### src/rtl/pgw_pkg.sv
package pgw_pkg;
  // Index of each threshold comparison in the hit vector.
  localparam int unsigned HIT_UV_SET = 0;
  localparam int unsigned HIT_UV_CLR = 1;
  localparam int unsigned HIT_OV_SET = 2;
  localparam int unsigned HIT_OV_CLR = 3;
  localparam int unsigned N_HIT      = 4;

  // One fault side: undervoltage or overvoltage.
  typedef enum logic [0:0] {
    SIDE_UV = 1'b0,
    SIDE_OV = 1'b1
  } pgw_side_e;

  localparam int unsigned N_SIDE = 2;
endpackage

### src/rtl/pgw_cmp.sv
module pgw_cmp
  import pgw_pkg::*;
#(
  parameter int unsigned FB_W      = 10,
  parameter int unsigned SCALE     = 100,
  parameter int unsigned UV_SET    = 80,
  parameter int unsigned UV_CLR    = 85,
  parameter int unsigned OV_SET    = 125,
  parameter int unsigned OV_CLR    = 120
) (
  input  logic [FB_W-1:0]  fb_code,
  input  logic [FB_W-1:0]  tgt_code,
  output logic [N_HIT-1:0] hit
);
  localparam int unsigned PW = FB_W + 8;
  localparam int unsigned PCT_TAB [N_HIT] = '{UV_SET, UV_CLR, OV_SET, OV_CLR};
  // 1 = fires when feedback is below the scaled level.
  localparam logic [N_HIT-1:0] BELOW = 4'b1001;

  logic [PW-1:0] fb_scaled;
  assign fb_scaled = PW'(fb_code) * PW'(SCALE);

  for (genvar i = 0; i < N_HIT; i++) begin : g_thr
    logic [PW-1:0] lvl;
    assign lvl = PW'(tgt_code) * PW'(PCT_TAB[i]);
    if (BELOW[i]) begin : g_lo
      assign hit[i] = fb_scaled < lvl;
    end else begin : g_hi
      assign hit[i] = fb_scaled > lvl;
    end
  end
endmodule

### src/rtl/pgw_hyst.sv
module pgw_hyst #(
  parameter logic RST_VAL = 1'b0
) (
  input  logic clk,
  input  logic rst,
  input  logic freeze,
  input  logic set_c,
  input  logic clr_c,
  output logic flag_nxt,
  output logic flag_q
);
  always_comb begin
    flag_nxt = flag_q;
    if (!freeze) begin
      if (set_c)      flag_nxt = 1'b1;
      else if (clr_c) flag_nxt = 1'b0;
    end
  end

  always_ff @(posedge clk) begin
    if (rst) flag_q <= RST_VAL;
    else     flag_q <= flag_nxt;
  end
endmodule

### src/rtl/pgw_blank.sv
module pgw_blank #(
  parameter int unsigned BLANK_CYC = 12500
) (
  input  logic clk,
  input  logic rst,
  input  logic strobe,
  output logic active_q,
  output logic mask
);
  localparam int unsigned CW = $clog2(BLANK_CYC + 1);

  logic [CW-1:0] cnt;

  always_ff @(posedge clk) begin
    if (rst) begin
      cnt      <= '0;
      active_q <= 1'b0;
    end else begin
      if (strobe)           cnt <= CW'(BLANK_CYC);
      else if (cnt != '0)   cnt <= cnt - 1'b1;
      active_q <= strobe | (cnt > CW'(1));
    end
  end

  assign mask = strobe | active_q;
endmodule

### src/rtl/pgw_monitor.sv
module pgw_monitor
  import pgw_pkg::*;
#(
  parameter int unsigned FB_W      = 10,
  parameter int unsigned BLANK_CYC = 12500,
  parameter int unsigned SCALE     = 100,
  parameter int unsigned UV_SET    = 80,
  parameter int unsigned UV_CLR    = 85,
  parameter int unsigned OV_SET    = 125,
  parameter int unsigned OV_CLR    = 120
) (
  input  logic            clk,
  input  logic            rst,
  input  logic [FB_W-1:0] fb_code,
  input  logic [FB_W-1:0] tgt_code,
  input  logic            code_chg,
  output logic            pgood,
  output logic            fccm_req
);
  logic [N_HIT-1:0]  hit;
  logic [N_SIDE-1:0] flt_nxt;
  logic [N_SIDE-1:0] flt_q;
  logic              mask;
  logic              pgood_q;

  pgw_cmp #(
    .FB_W(FB_W), .SCALE(SCALE),
    .UV_SET(UV_SET), .UV_CLR(UV_CLR), .OV_SET(OV_SET), .OV_CLR(OV_CLR)
  ) u_cmp (
    .fb_code (fb_code),
    .tgt_code(tgt_code),
    .hit     (hit)
  );

  pgw_blank #(.BLANK_CYC(BLANK_CYC)) u_blank (
    .clk     (clk),
    .rst     (rst),
    .strobe  (code_chg),
    .active_q(fccm_req),
    .mask    (mask)
  );

  // Side 0: undervoltage, starts faulted. Side 1: overvoltage, starts clear.
  for (genvar s = 0; s < N_SIDE; s++) begin : g_side
    localparam logic RV = (s == int'(SIDE_UV)) ? 1'b1 : 1'b0;
    pgw_hyst #(.RST_VAL(RV)) u_hyst (
      .clk     (clk),
      .rst     (rst),
      .freeze  (mask),
      .set_c   (hit[2*s]),
      .clr_c   (hit[2*s+1]),
      .flag_nxt(flt_nxt[s]),
      .flag_q  (flt_q[s])
    );
  end

  always_ff @(posedge clk) begin
    if (rst)       pgood_q <= 1'b0;
    else if (!mask) pgood_q <= ~(|flt_nxt);
  end

  assign pgood = pgood_q;
endmodule

### config.mk
export PLATFORM = sky130hd
export DESIGN_NAME = pgw_monitor
export DESIGN_NICKNAME = d
export VERILOG_FILES = /design/src/rtl/pgw_pkg.sv /design/src/rtl/pgw_cmp.sv /design/src/rtl/pgw_hyst.sv /design/src/rtl/pgw_blank.sv /design/src/rtl/pgw_monitor.sv
export SDC_FILE = /design/constraint.sdc
export NUM_CORES = 1
export LEC_CHECK = 0
export BUFFER_PORTS_ARGS = -buffer_cell sky130_fd_sc_hd__buf_2
export CORE_ASPECT_RATIO = 1.75
export CORE_UTILIZATION = 50
export CTS_CLUSTER_DIAMETER = 200
export DETAILED_ROUTE_END_ITERATION = 8
export GPL_ROUTABILITY_DRIVEN = 1
export PLACE_DENSITY = 0.67
export SLEW_MARGIN = 5
export SYNTH_ARGS = -nofsm -noshare
export SYNTH_HDL_FRONTEND = slang
export SYNTH_SLANG_ARGS = --single-unit
### constraint.sdc
create_clock -name clk -period 5.8 [get_ports clk]
set_input_delay 0.29 -clock clk [delete_from_list [all_inputs] [get_ports clk]]
set_output_delay 0.29 -clock clk [all_outputs]
set_load 0.005 [all_outputs]
==> run metrics <==
vias after detailed routing 5287; Max clock buf depth 2; Reg-to-Reg End u_blank.cnt[4]$_SDFFE_PP0P_; area of the multi-input gates 5640 um^2; post-synth top area share 34.8%; yosys warns 0; Hold Slack 0.371 ns; Fillers 1248; Synth Register Bits 18; Hold Fails Final Rpt 0; Int Power 1.28 mW; cell taking the most area after synthesis ha_1; Chip Height 153 um; CP arrival 5.57 ns; DRT Pass-1 Iters 4; critical hold path startpoint rst; top cells by area, synth ha_1 35%, fa_1 18%, inv_1 8.3%; CP required 5.96 ns; outcome completed; crit end category register; Mapped Cells 744; area delta synth->final 7.32%; worst skew pair latency 0.25 ns; P_leak 3.70 nW; Max IR drop VDD 0.317 mV; largest net degree at the start of global routing 12; Final ANT Viol Nets 0; Post-Syn Nets 1008; GR Util All Layers 23.8%; Routed WL per cell 16.1 um; top cells by count, synth 182 x ha_1, 144 x inv_1, 59 x fa_1; number of vias per cell 5.57; Reg area 360 um^2; Inst Count DP 945; core box area 12900 um^2; Rows 55; final WL 15200 um; Clock Power Share 5.8%; port bufs 24; sw power 1.37 mW; cts repair resizes 0; CTS tree yes; Congestion Overflow GR 0; Sink Count 18; fin cells 949; Residual DRC 0; FF-to-FF path depth 7; sum of negative setup slack 0 ns; end of the worst hold path u_blank.cnt[4]$_SDFFE_PP0P_; kind of critical path input pin to register; Slew headroom 48.5%; synthesized area 6550 um^2; root buffer cell clkbuf_16; CP Launch Type input pin; CTS buffer count 3; Max Clock Freq 185 MHz; fin. max-slew vios 0; synth unique cells 54; DP HPWL 13700 um; Layout Skew 0.00123 ns; Comb pwr share 88.6%; EDFF count, synth 0; Tmin final 5.41 ns; Final nets 1043; clock-pin slew on the worst setup and hold paths 0.05 ns; Chip Width 88.5 um; Main synth FF type dfxtp_1; most frequent cell after synthesis ha_1; FF-to-FF Start u_blank.cnt[8]$_SDFFE_PP0P_; Finish-stage setup viols 0; sequential-to-total area share from yosys stat 5.50%; die area 13600 um^2; Iteration-0 DRC Markers 166; Final Wtd Congestion 0.885; Power Dens Cells 377 nW/um^2; unrepaired setup endpoints after global routing no; hold path depth 2; H-tree levels 1; first-pass GRT wire length 25400 um; reg2reg setup slack 3.80 ns; Least-Margin Pin Slew 0.767 ns; switching portion of total power 51.7%; postcts setup bufs 0; Async SR Flop Fraction 0%; Initial Util 50.9%; share of layout cells above drive strength 1 7.07%; CP max FO 8; # hold bufs at CTS 0; Avg Cell Area, Syn 8.80 um^2; Hold WC Path Type input pin to register; IO Pins 25; final antenna diode count 0; MaxCap Viol Count 0; final worst-path cycle share 93.3%; initial antenna violation count 0; share of power burned in registers 5.7%; vias in the first global route 5512
[cells by family after synthesis]
kind of cell / count (synthesis) / share of synthesized area (%)
xor gates and xnor gates: 57 / 7.62
and+or+nand+nor: 124 / 10.5
muxes: 1 / 0.153
adders and majority gates: 241 / 52.8
DFF: 18 / 5.50
buffers and inverters: 147 / 8.43
AOI/OAI and AO/OA: 156 / 15.0
[area by class of cell]
class	count	area share (%)
Clock buffer	4	1.26
Tap cell	171	3.04
Inverter	144	7.69
Timing Repair Buffer	33	2.67
Sequential cell	18	5.13
Multi-Input combinational cell	579	80.2
[layout by cell type (no fill, tap or decap), types with 12 or more instances in the layout]
cell type and count:
a31oi_1 12, nand2_1 24, fa_1 59, buf_2 24
inv_1 144, dfxtp_1 18, ha_1 182, o21ai_0 26
xor2_1 23, nor2_1 28, a21o_1 19, a21oi_1 53
xnor2_1 34
[flip-flops by register name, indices dropped and copies added (netlist names)]
register	cells
pgood	1
u_blank.active_q	1
g_side.u_hyst.flag_q	2
u_blank.cnt	14
[stage by stage]
step                util, %  total power [mW]  worst slack (ns)  area [um^2]
floorplan                 -              1.94             0.755         6550
detailed placement     53.9              2.48             0.186         6940
global placement       53.9              2.39             0.244         6940
global route           54.6              3.00           0.00800         7030
finish                 54.6              2.65             0.389         7030
CTS                    54.6              2.66             0.395         7030
[power by group through the flow]
stage,clock [mW],combinational (mW),sequential [mW]
after floorplan,0,1.79,0.149
after global placement,0,2.23,0.152
after detailed placement,0,2.33,0.153
after CTS,0.152,2.36,0.150
after global routing,0.157,2.69,0.152
final,0.153,2.35,0.150
[how the worst max path moves through the flow]
stage                 from                  to  slack [ns]  cells past startpoint
3_3_place_gp   tgt_code[6]  pgood$_SDFFE_PP0N_        0.24                     21
6_report       tgt_code[6]  pgood$_SDFFE_PP0N_        0.39                     21
4_1_cts        tgt_code[6]  pgood$_SDFFE_PP0N_        0.39                     21
2_1_floorplan  tgt_code[5]  pgood$_SDFFE_PP0N_        0.75                     22
3_5_place_dp   tgt_code[5]  pgood$_SDFFE_PP0N_        0.19                     23
5_1_grt        tgt_code[1]  pgood$_SDFFE_PP0N_       0.008                     22
[per-layer routing]
metal / vias to the layer above / routed length [um] / track usage (%)
met5: - / 0 / 0
met1: 2543 / 5720 / 25.4
met4: 0 / 742 / 9.75
met3: 37 / 294 / 1.40
met2: 94 / 8490 / 46.1
li1: 2613 / - / -
[critical path: stages]
cell and delay [ns]:
buf_2 0.29, inv_1 0.24, fa_1 0.58, fa_1 0.53, inv_1 0.05, fa_1 0.46
ha_1 0.32, ha_1 0.36, and2_1 0.19, a221oi_1 0.35, a31oi_1 0.18, a21o_1 0.20
a21oi_1 0.16, xnor2_1 0.09, ha_1 0.30, nand4_1 0.13, nor2_1 0.16, a41o_1 0.18
a21oi_1 0.04, a211o_1 0.26, o31ai_1 0.20
(Power assumes the default switching activity.)
